`config.mk`:
```
export PLATFORM = sky130hd
export DESIGN_NAME = tcap_capture_top
export DESIGN_NICKNAME = d
export VERILOG_FILES = /design/src/rtl/tcap_pkg.sv /design/src/rtl/tcap_sync.sv /design/src/rtl/tcap_rise.sv /design/src/rtl/tcap_byte_sel.sv /design/src/rtl/tcap_capture_top.sv
export SDC_FILE = /design/constraint.sdc
export NUM_CORES = 1
export LEC_CHECK = 0
export ABC_AREA = 1
export ABC_CLOCK_PERIOD_IN_PS = 2900
export CAP_MARGIN = 5
export CORE_AREA = 4 4 115 117
export CTS_CLUSTER_DIAMETER = 200
export DETAILED_ROUTE_END_ITERATION = 8
export DIE_AREA = 0 0 119 121
export DONT_BUFFER_PORTS = 1
export GPL_ROUTABILITY_DRIVEN = 0
export PLACE_DENSITY_LB_ADDON = 0.25
export SLEW_MARGIN = 10
export SYNTH_ARGS = -nofsm -noshare
export SYNTH_HDL_FRONTEND = slang
export SYNTH_HIERARCHICAL = 1
export SYNTH_SLANG_ARGS = --single-unit
```
`constraint.sdc`:
```
create_clock -name clk -period 2.9 [get_ports clk]
set_input_delay 0.58 -clock clk [delete_from_list [all_inputs] [get_ports clk]]
set_output_delay 0.58 -clock clk [all_outputs]
set_load 0.01 [all_outputs]
```
`src/rtl/tcap_pkg.sv`:
```
package tcap_pkg;

    typedef enum logic [2:0] {
        ST_IDLE  = 3'd0,
        ST_CAPT  = 3'd1,
        ST_FETCH = 3'd2,
        ST_LOAD  = 3'd3,
        ST_SERVE = 3'd4
    } tcap_state_e;

endpackage

```
`src/rtl/tcap_sync.sv`:
```
module tcap_sync #(
    parameter int WIDTH  = 1,
    parameter int STAGES = 2
) (
    input  logic             clk,
    input  logic             rst_n,
    input  logic [WIDTH-1:0] d_i,
    output logic [WIDTH-1:0] q_o
);
    logic [STAGES-1:0][WIDTH-1:0] ff_d;
    logic [STAGES-1:0][WIDTH-1:0] ff_q;

    always_comb begin
        ff_d[0] = d_i;
        for (int i = 1; i < STAGES; i++) begin
            ff_d[i] = ff_q[i-1];
        end
    end

    always_ff @(posedge clk or negedge rst_n) begin
        if (!rst_n) begin
            ff_q <= '0;
        end else begin
            ff_q <= ff_d;
        end
    end

    assign q_o = ff_q[STAGES-1];
endmodule

```
`src/rtl/tcap_rise.sv`:
```
module tcap_rise (
    input  logic clk,
    input  logic rst_n,
    input  logic lvl_i,
    output logic rise_o
);
    logic prev_d;
    logic prev_q;

    always_comb begin
        prev_d = lvl_i;
    end

    always_ff @(posedge clk or negedge rst_n) begin
        if (!rst_n) begin
            prev_q <= 1'b0;
        end else begin
            prev_q <= prev_d;
        end
    end

    assign rise_o = lvl_i & ~prev_q;
endmodule

```
`src/rtl/tcap_byte_sel.sv`:
```
module tcap_byte_sel #(
    parameter int DATA_W = 32,
    parameter int BYTE_W = 8,
    localparam int LANES = DATA_W / BYTE_W,
    localparam int SEL_W = (LANES > 1) ? $clog2(LANES) : 1
) (
    input  logic [DATA_W-1:0] word_i,
    input  logic [SEL_W-1:0]  sel_i,
    output logic [BYTE_W-1:0] byte_o
);
    logic [LANES-1:0][BYTE_W-1:0] lane;

    for (genvar g = 0; g < LANES; g++) begin : g_lane
        assign lane[g] = word_i[g*BYTE_W +: BYTE_W];
    end

    assign byte_o = lane[sel_i];
endmodule

```
`src/rtl/tcap_capture_top.sv`:
```
module tcap_capture_top
    import tcap_pkg::*;
#(
    parameter int DATA_W       = 32,
    parameter int ADDR_W       = 25,
    parameter int WINDOW_WORDS = 20_000_000,
    parameter int SYNC_STAGES  = 2
) (
    input  logic              clk,
    input  logic              rst_n,
    input  logic              start_i,
    input  logic [DATA_W-1:0] probe_i,
    input  logic              host_clk_i,
    output logic [ADDR_W-1:0] mem_addr_o,
    output logic [DATA_W-1:0] mem_wdata_o,
    output logic              mem_we_o,
    output logic              mem_re_o,
    input  logic [DATA_W-1:0] mem_rdata_i,
    output logic [7:0]        byte_o,
    output logic              ready_o
);
    localparam int BYTE_W = 8;
    localparam int LANES  = DATA_W / BYTE_W;
    localparam int SEL_W  = (LANES > 1) ? $clog2(LANES) : 1;
    localparam logic [ADDR_W-1:0] WIN       = ADDR_W'(WINDOW_WORDS);
    localparam logic [SEL_W-1:0]  LAST_LANE = SEL_W'(LANES - 1);

    typedef struct packed {
        tcap_state_e       st;
        logic [ADDR_W-1:0] ptr;
        logic [ADDR_W-1:0] len;
        logic [SEL_W-1:0]  sel;
        logic [DATA_W-1:0] word;
        logic [DATA_W-1:0] probe;
        logic              ready;
    } regs_t;

    regs_t r_d;
    regs_t r_q;

    logic start_lvl;
    logic start_rise;
    logic host_lvl;
    logic host_rise;

    tcap_sync #(.WIDTH(1), .STAGES(SYNC_STAGES)) u_sync_start (
        .clk   (clk),
        .rst_n (rst_n),
        .d_i   (start_i),
        .q_o   (start_lvl)
    );

    tcap_sync #(.WIDTH(1), .STAGES(SYNC_STAGES)) u_sync_host (
        .clk   (clk),
        .rst_n (rst_n),
        .d_i   (host_clk_i),
        .q_o   (host_lvl)
    );

    tcap_rise u_rise_start (
        .clk    (clk),
        .rst_n  (rst_n),
        .lvl_i  (start_lvl),
        .rise_o (start_rise)
    );

    tcap_rise u_rise_host (
        .clk    (clk),
        .rst_n  (rst_n),
        .lvl_i  (host_lvl),
        .rise_o (host_rise)
    );

    tcap_byte_sel #(.DATA_W(DATA_W), .BYTE_W(BYTE_W)) u_byte_sel (
        .word_i (r_q.word),
        .sel_i  (r_q.sel),
        .byte_o (byte_o)
    );

    always_comb begin
        r_d       = r_q;
        r_d.probe = probe_i;
        mem_we_o  = 1'b0;
        mem_re_o  = 1'b0;

        case (r_q.st)
            ST_IDLE: begin
                // ptr is zero here, so the first word lands at address 0
                if (start_rise) begin
                    mem_we_o = 1'b1;
                    r_d.ptr  = r_q.ptr + 1'b1;
                    r_d.st   = ST_CAPT;
                end
            end
            ST_CAPT: begin
                if (start_lvl && (r_q.ptr < WIN)) begin
                    mem_we_o = 1'b1;
                    r_d.ptr  = r_q.ptr + 1'b1;
                end else begin
                    r_d.len   = r_q.ptr;
                    r_d.ptr   = '0;
                    r_d.sel   = '0;
                    r_d.ready = 1'b1;
                    r_d.st    = ST_FETCH;
                end
            end
            ST_FETCH: begin
                mem_re_o = 1'b1;
                r_d.st   = ST_LOAD;
            end
            ST_LOAD: begin
                r_d.word = mem_rdata_i;
                r_d.st   = ST_SERVE;
            end
            ST_SERVE: begin
                if (host_rise) begin
                    if (r_q.sel == LAST_LANE) begin
                        r_d.sel = '0;
                        if (r_q.ptr + 1'b1 == r_q.len) begin
                            r_d.ptr   = '0;
                            r_d.ready = 1'b0;
                            r_d.st    = ST_IDLE;
                        end else begin
                            r_d.ptr = r_q.ptr + 1'b1;
                            r_d.st  = ST_FETCH;
                        end
                    end else begin
                        r_d.sel = r_q.sel + 1'b1;
                    end
                end
            end
            default: begin
                r_d.st = ST_IDLE;
            end
        endcase
    end

    always_ff @(posedge clk or negedge rst_n) begin
        if (!rst_n) begin
            r_q <= '0;
        end else begin
            r_q <= r_d;
        end
    end

    assign mem_addr_o  = r_q.ptr;
    assign mem_wdata_o = r_q.probe;
    assign ready_o     = r_q.ready;
endmodule

```
==> results of run 1 <==
kinds of logic (layout without fill, tap and decap cells):
| logic type | after synthesis | after routing | share of synthesized area, % |
|---|---|---|---|
| mux | 32 | 32 | 5.43 |
| flops | 126 | 126 | 47.5 |
| compound gates | 60 | 60 | 4.90 |
| simple gates | 430 | 430 | 27.4 |
| xor+xnor | 3 | 3 | 0.604 |
| buf+inv | 176 | 143 | 13.8 |
| fa+ha+maj | 2 | 2 | 0.377 |
registers in the layout, summed over array words and instances, names as in the netlist:
signal,cells
r_q,62
mem_wdata_o,32
mem_addr_o,25
ready_o,1
u_rise_host/prev_q,1
u_rise_start/prev_q,1
u_sync_host/ff_d,1
u_sync_host/q_o,1
u_sync_start/ff_d,1
u_sync_start/q_o,1
worst paths after layout:
path | startpoint | to | depth (start not counted)
min in group clk | probe_i[23] | mem_wdata_o[23] | 0
setup reg to reg | mem_addr_o[4] | mem_addr_o[14] | 15
hold reg to reg | u_sync_start/ff_d[1] | u_sync_start/q_o | 0
hold / removal | rst_n | r_q[53] | 0
setup / recovery | mem_addr_o[4] | mem_addr_o[14] | 15
max in group asynchronous | rst_n | mem_addr_o[7] | 0
metal layers:
metal  vias up  share of wire, %  global-route usage [%]
met5         -                 0                       0
li1       2453                 -                       -
met3        26               8.0                    7.13
met4         0               2.2                    8.18
met2       217                49                    36.8
met1      2474                41                    26.0
stage by stage:
step	power (mW)	hold slack (ns)	worst slack (ns)	area, um^2
floorplan	3.82	0.284	0.749	6630
global placement	4.10	0.287	0.265	6420
detailed placement	4.17	0.287	0.212	6420
CTS	6.42	-0.153	0.180	7040
global route	6.76	-0.159	0.00715	7040
finish	6.37	-0.137	0.237	7040
critical path, delay by kind of cell, from the launching register on:
family	cells	cell delay, ns
and+or+nand+nor	15	2.06
DFF	1	0.49
where the power goes:
part	internal, mW	switching (mW)
Clock	1.39	0.807
Combinational	0.634	1.14
Sequential	2.11	0.293
repair_timing:
action / in CTS / in global routing
gates resized for setup: 0 / 4
setup endpoints to repair: 0 / 25
endpoints found under the hold margin: 126 / 126
area by class of cell:
cell class | instances | area (um^2) | share of cell area [%]
Clock buffer | 18 | 439 | 6.24
Inverter | 99 | 374 | 5.31
Tap cell | 172 | 215 | 3.06
Sequential cell | 126 | 3160 | 44.8
Clock inverter | 14 | 183 | 2.59
Multi-Input combinational cell | 527 | 2580 | 36.7
Timing Repair Buffer | 12 | 90.1 | 1.28
layout by cell type, fill, tap and decap left out, types with 2 or more instances in the layout:
master / netlist / layout
nand2_1: 277 / 277
nor3_1: 2 / 2
clkinvlp_4: 0 / 2
clkbuf_16: 0 / 17
nor2_1: 57 / 57
o21ai_1: 4 / 4
nand3b_1: 10 / 10
inv_6: 0 / 4
inv_1: 97 / 97
nand3_1: 59 / 59
a21oi_1: 17 / 17
nand2_2: 4 / 4
nand4_1: 9 / 9
nor2_4: 3 / 3
mux2_2: 32 / 32
dfrtp_1: 126 / 122
clkinv_4: 0 / 3
o21ai_0: 30 / 30
bufinv_16: 0 / 3
o211ai_1: 2 / 2
dfrtp_2: 0 / 4
nor2_2: 5 / 5
ha_1: 2 / 2
buf_4: 58 / 12
==> results.cfg, run 1 <==
[floorplanning]
io_pins = 136
initial_core_util_pct = 53.6
rows = 41
die_h_um = 121
core_area_mm2 = 0.0124
dieArea_mm2 = 0.0144
die_w_um = 119

[worst_setup_path]
worstSetupStartpointType = flop
crit_slowest_cell = dfrtp_1
path_max_fanout = 25
critPathMaxStageDelay_ns = 0.49
cp-end-kind = flop
crit_required_ns = 3.20
critPathKind = flop to flop
cp_data_arrival_time_ns = 2.96
reg2reg_slack_ns = 0.24
crit_chain = nand2_1, nor2_2, nand2_2, nor2_2, nand2_1, nand3_1, nand3_1, nor2_1, nand2_1, nor2_1, nand2_1, nand2_2, nand2_4, nand2_1, nand2_1
cp_common_cell = nand2_1

[synthesis]
netlist_instances = 829
yosysTopAreaCell = dfrtp_1
netlist_area_mm2 = 0.00663
ys_seq_area_share_pct = 47.5
synth_most_common_cell = nand2_1
synth_edf_count = 0
yosys-top-cells-count = nand2_1 (277), dfrtp_1 (126), inv_1 (97)
synth_top_area_share_pct = 47.5
synth_fp_nets = 899
synth_ff_type = dfrtp_1
synth_area_leaders = dfrtp_1 (48%), nand2_1 (16%), buf_4 (6.6%)
ys_warn_count = 6
synth_async_sr_flop_share_pct = 100
ys_types = 37
syn_avg_cell_area_um2 = 8.00
ys_ff_latch = 126

[timing]
period_share_pct = 91.8
fmax_mhz = 375
setup_tns_ns = 0
maxSlewHeadroom_pct = 52.0
drv_slew = 0
fin_skew_ns = 0.00943
period_minus_slack_ns = 2.66
rsz0062_at_grt = no
worst_slew_pin_slew_ns = 0.720
setup_viol = 0
holdWs_ns = -0.137
hold_violations = 126

[route]
firstDrtPassIters = 5
ant_nets = 0
drt_iter0_drc = 479
totalWireLength_mm = 15.3
drt-wirelength-per-cell_um = 15.8
drc_errors = 0
vias_per_cell = 5.34
vias = 5170

[placement]
dpl.hpwl_mm = 10.9
port_buffers = 0
dp_cells = 936

[power]
peakVddDrop_v = 0.000411
power_density_mw_per_mm2 = 905
leakage_nw = 3.44

[global_route]
grt_max_degree = 127
grt_usage_pct = 21.8
grt_pass1_vias = 4977
antenna_found_initial = 0
grt_pass1_wl_mm = 24.9
grt_overflow = 0

[clocking]
insertion_delay_ns = 0.41
clkSlewWorstSetupHoldPaths_ns = 0.06
root_buffer = clkbuf_16
numCtsBuffers = 17
clkSinkCount = 126
post-cts-setup-buffers = 0
htreeDepth = 4
cts_tree = yes
clockBufferDepth = 2

[job]
drv_cap = 0

[cells_and_area]
area_growth_pct = 6.19
antenna_cells = 0
fillers = 1090
fin_util_pct = 57.0
layout.nets = 853
drive_gt1_share_pct = 12.3
final_cells = 968

[min_path]
hp-class = input port to asynchronous set/reset pin

[status]
failed_checks = negative hold slack
status = finished with violations
No activity file was read; power rests on OpenSTA's default activity.
==> run 2, diff against run 1 <==
CELL_PAD_IN_SITES_DETAIL_PLACEMENT = 0   (was default)
CELL_PAD_IN_SITES_GLOBAL_PLACEMENT = 1   (was default)
CORE_AREA = 4 4 124 126   (was 4 4 115 117)
DIE_AREA = 0 0 128 130   (was 0 0 119 121)
REMOVE_ABC_BUFFERS = 1   (was default)
==> run 2 against run 1 <==
  * The flow still finishes with violations (negative hold slack)
  * Worst hold slack got worse by 0.0047 ns
  * Setup slack improved by 0.061 ns
  * Critical path depth decreased by 6
  * Clock skew rose by 0.0078 ns
  * Clock power shrank 10%
  * Sequential power about the same
  * Sequential cell count unchanged
  * First-iteration DRC count down 24%
  * Design area is 0.27% lower
  * Sequential share of layout area increased by 0.084 points
  * Global-route usage down 2.5 points
  * Critical path type is now flop to output pin
  * Critical endpoint is now mem_we_o
  * Largest power group unchanged
==> results.cfg, run 2 (same netlist as run 1, synthesis figures left out) <==
[floorplanning]
die_w_um = 128
die_h_um = 130
dieArea_mm2 = 0.0166
io_pins = 136
core_area_mm2 = 0.0143
rows = 44
initial_core_util_pct = 46.3

[status]
failed_checks = negative hold slack
status = finished with violations

[clocking]
htreeDepth = 4
clkSinkCount = 126
root_buffer = clkbuf_16
cts_tree = yes
insertion_delay_ns = 0.42
numCtsBuffers = 17
clkSlewWorstSetupHoldPaths_ns = 0.06
clockBufferDepth = 2

[cells_and_area]
antenna_cells = 0
drive_gt1_share_pct = 12.5
area_growth_pct = 5.90
multi_input_comb_area_mm2 = 0.00259
seqCellArea_mm2 = 0.00316
largest_register_ffs = 62
final_common_cell = nand2_1
regMostFlops = r_q
fillers = 1395
mostFrequentLayoutCells = nand2_1 (277), dfrtp_1 (124), inv_1 (97)
layout.nets = 857

[timing]
fin_skew_ns = 0.0172
period_share_pct = 89.8
setup_tns_ns = 0
drv_slew = 0
fin_ws_ns = 0.297
setup_viol = 0
worst_slew_pin_slew_ns = 0.728
period_minus_slack_ns = 2.60
rsz0062_at_grt = no
holdWs_ns = -0.142
fmax_mhz = 384
hold_violations = 126
maxSlewHeadroom_pct = 51.5

[worst_setup_path]
crit_required_ns = 2.32
critPathKind = flop to output pin
cp_common_cell = nand2_1
worst-path-buf-inv = 1
crit_chain = nand2_1, nand3_1, inv_1, nand2_1, nand2_1, nand2_1, nand3_1, nand3_1, o21ai_1
cp-end-kind = output pin
cp_data_arrival_time_ns = 2.02
crit_family = simple AND/OR/NAND/NOR gates
path_max_fanout = 8
critPathMaxStageDelay_ns = 0.51
worstSetupStartpointType = flop
crit_slowest_cell = dfrtp_1

[route]
firstDrtPassIters = 5
ant_nets = 0
vias_per_cell = 5.04
drc_errors = 0
vias = 4957
drt-wirelength-per-cell_um = 15.8
totalWireLength_mm = 15.5
drt_iter0_drc = 365

[global_route]
grt_pass1_vias = 4922
met1_usage_pct = 26.1
grt_max_degree = 127
antenna_found_initial = 0
grt_overflow = 0
grtUsageMet3_pct = 5.16
grt.busiest_layer = met2
grt_pass1_wl_mm = 25.3
grt_usage_pct = 19.3
use_met2_pct = 30.4

[power]
power_density_mw_per_mm2 = 869
peakVddDrop_v = 0.000534
leakage_nw = 3.43

[job]
drv_cap = 0

[placement]
place_ws_ns = 0.220
dpl.hpwl_mm = 11.1
port_buffers = 0

[min_path]
hp-class = input port to asynchronous set/reset pin
[run 2: path summary, 6_finish.rpt]
check,from,endpoint,slack [ns],cells after the start
max,mem_addr_o[13],mem_we_o,0.30,9
min,rst_n,r_q[90],-0.14,0
max reg2reg,mem_addr_o[0],mem_addr_o[16],0.34,14
min reg2reg,u_sync_start/ff_d[1],u_sync_start/q_o,0.36,0
max in group asynchronous,rst_n,mem_addr_o[1],2.82,0
min in group clk,probe_i[29],mem_wdata_o[29],0.18,0
[run 2: routing by layer]
metal | wire length, um | up-vias
li1 | - | 2464
met1 | 6980 | 2360
met2 | 7410 | 118
met3 | 912 | 15
met4 | 200 | 0
met5 | 0 | -
[run 2: layout make-up]
type,count,area share [%]
flip-flops and latches,126,44.9
clock inverters,13,1.51
inverters,99,5.33
repair buffers,16,1.71
multi-input cells,527,36.9
well taps,184,3.28
clock buffers,19,6.31
[run 2: timing repair]
action	4_1_cts	5_1_grt
setup endpoints to repair	0	26
setup buffers	0	0
endpoints found under the hold margin	126	126
resized for setup	0	5
[run 2: metrics by stage]
stage / std cells / power, mW / area [um^2] / utilization, %
final: 984 / 6.11 / 7020 / 49.1
after detailed placement: 952 / 4.17 / 6460 / 45.1
after global placement: 952 / 4.11 / 6460 / 45.1
after global routing: 984 / 6.52 / 7020 / 49.1
after CTS: 984 / 6.17 / 7010 / 49.0
after floorplan: 752 / 3.64 / 6090 / -
[run 2: worst register-to-register path: stages (launching register included)]
cell,delay [ns]
dfrtp_2,0.46
ha_1,0.22
nand3_1,0.14
nor2_1,0.27
nand3_1,0.21
o21ai_1,0.24
nand3b_1,0.10
nand2_1,0.09
nand2_1,0.06
nor2_1,0.13
nand2_1,0.08
nand2_2,0.12
nand2_8,0.16
nand2_1,0.11
nand2_1,0.05
[run 2: power breakdown]
part / total, mW / switching, mW / leakage (nW) / internal [mW]
Sequential: 2.38 / 0.276 / 1.58 / 2.11
Clock: 1.97 / 0.838 / 0.262 / 1.13
Combinational: 1.75 / 1.11 / 1.59 / 0.644
==> run 3, diff against run 2 <==
--- a/config.mk
+++ b/config.mk
@@ -18,2 +18,3 @@
 export GPL_ROUTABILITY_DRIVEN = 0
+export MAX_ROUTING_LAYER = met4
 export PLACE_DENSITY_LB_ADDON = 0.25
==> constraint.sdc (replaced) <==
create_clock -name clk -period 2.9 [get_ports clk]
set_input_delay 0.145 -clock clk [delete_from_list [all_inputs] [get_ports clk]]
set_output_delay 0.145 -clock clk [all_outputs]
set_load 0.01 [all_outputs]
==> run 3 against run 2 <==
  * The run still ends with negative hold slack left
  * Clock-buffer cell count shrank 2
  * Combinational power up 3%
  * Highest routed layer unchanged
  * Via count grew 5.0%
  * Critical endpoint is now mem_addr_o[15]
  * Critical path depth rose by 5
  * Setup slack better by 0.014 ns
  * Global-route usage up 1.3 points
  * Clock power rose by 7%
  * Worst hold slack got worse by 0.44 ns
  * Total power rose by 3.0%
  * Critical path type is now flop to flop
==> results.cfg, run 3 (same netlist as run 1, synthesis figures left out) <==
[global_route]
met1_usage_pct = 26.6
grt_pass1_wl_mm = 26.5
grtUsageMet3_pct = 5.20
grt_overflow = 0
grt.busiest_layer = met2
use_met2_pct = 32.9
antenna_found_initial = 0
grt_max_degree = 127
grt_pass1_vias = 5287
grt_usage_pct = 20.7

[timing]
worst_slew_pin_slew_ns = 0.744
maxSlewHeadroom_pct = 50.4
holdWs_ns = -0.582
setup_tns_ns = 0
period_share_pct = 89.3
fin_skew_ns = 0.00716
drv_slew = 0
setup_viol = 0
period_minus_slack_ns = 2.59
rsz0062_at_grt = no
hold_violations = 126
fmax_mhz = 386

[floorplanning]
dieArea_mm2 = 0.0166
io_pins = 136
core_area_mm2 = 0.0143
rows = 44
initial_core_util_pct = 46.3
die_h_um = 130
die_w_um = 128

[cells_and_area]
multi_input_comb_area_mm2 = 0.00259
layout.nets = 924
final_cells = 1051
seqCellArea_mm2 = 0.00316
largest_register_ffs = 62
drive_gt1_share_pct = 11.8
design_area_mm2 = 0.00772
mostFrequentLayoutCells = nand2_1 (277), dfrtp_1 (124), inv_1 (97)
regMostFlops = r_q
area_growth_pct = 16.4
antenna_cells = 0
fillers = 1311
final_common_cell = nand2_1

[clocking]
insertion_delay_ns = 0.42
numCtsBuffers = 17
cts_hold_buf = 66
post-cts-setup-buffers = 0
cts_tree = yes
root_buffer = clkbuf_16
htreeDepth = 4
clkSinkCount = 126
clkSlewWorstSetupHoldPaths_ns = 0.07
clockBufferDepth = 2

[worst_setup_path]
reg2reg_depth = 14
critPathKind = flop to flop
reg2reg_slack_ns = 0.31
cp-startpoint = mem_addr_o[0]
cp_data_arrival_time_ns = 2.90
path_max_fanout = 25
worstSetupStartpointType = flop
crit_required_ns = 3.21
r2r_start = mem_addr_o[0]
cp-endpoint = mem_addr_o[15]
cp-end-kind = flop
reg2reg_to = mem_addr_o[15]

[placement]
port_buffers = 0
dpl-instance-area_mm2 = 0.00647
dpl.hpwl_mm = 11.2
dp_cells = 953

[route]
totalWireLength_mm = 16.1
drt_iter0_drc = 340
firstDrtPassIters = 5
vias_per_cell = 4.95
vias = 5206
drt-wirelength-per-cell_um = 15.3
drc_errors = 0
ant_nets = 0

[power]
peakVddDrop_v = 0.000561
power_mw = 6.29
leakage_nw = 3.73
power_density_mw_per_mm2 = 815

[job]
drv_cap = 0

[status]
status = finished with violations
failed_checks = negative hold slack

[min_path]
hp-class = input port to asynchronous set/reset pin
==> run 3: changes by cell type in the layout (fill, tap and decap cells not counted), sizes merged <==
cell / previous run / this run
dlygate4sd3: 0 / 66
inv: 105 / 109
clkbuf: 19 / 17
clkinvlp: 3 / 1
buf: 16 / 17
==> run 3: how the worst min path moves through the flow <==
stage	endpoint	slack, ns	cells after the start
6_report	u_rise_start/prev_q	-0.58	0
5_1_grt	mem_wdata_o[14]	-0.61	0
4_1_cts	r_q[71]	-0.60	0
3_5_place_dp	mem_addr_o[23]	-0.15	0
3_3_place_gp	mem_addr_o[23]	-0.14	0
2_1_floorplan	mem_addr_o[0]	-0.15	0
==> run 3: timing repair <==
item                                    4_1_cts  5_1_grt
gates resized for setup                       0        3
endpoints found under the hold margin       192      126
endpoints found under the setup margin        0       25
==> run 3: report_power, final <==
| group | total [mW] | switching, mW | leakage, nW | internal (mW) |
|---|---|---|---|---|
| Combinational | 1.81 | 1.11 | 1.87 | 0.695 |
| Sequential | 2.39 | 0.281 | 1.58 | 2.11 |
| Clock | 2.10 | 0.941 | 0.288 | 1.16 |
==> run 3: worst max-delay path: stages (launching register included) <==
cell and delay [ns]:
dfrtp_2 0.46, ha_1 0.22, nand3_1 0.14, nor2_1 0.25
nand3_1 0.21, o21ai_1 0.24, nand3b_1 0.10, nand2_1 0.09
nand2_1 0.06, nor2_1 0.13, nand2_1 0.08, nand2_2 0.09
nand2_4 0.21, nand2_1 0.14, nand2_1 0.06
==> run 3: routing by layer <==
layer,vias up,wire (um)
met1,2471,7250
met4,0,163
met2,121,7830
met3,14,836
li1,2600,-
met5,-,0
==> run 3: per-stage QoR <==
stage,util (%),worst slack (ns)
finish,54.0,0.311
global route,54.0,0.0192
CTS,53.9,0.208
detailed placement,45.2,0.232
global placement,45.2,0.297
floorplan,-,0.214
==> run 3: area by class of cell <==
| cell class | count | area share (%) |
|---|---|---|
| clock buffer | 17 | 5.51 |
| clock inverter | 15 | 2.11 |
| inverter | 99 | 4.84 |
| multi-input combinational | 527 | 33.5 |
| sequential | 126 | 40.9 |
| tap | 184 | 2.98 |
| timing repair buffer | 83 | 10.2 |
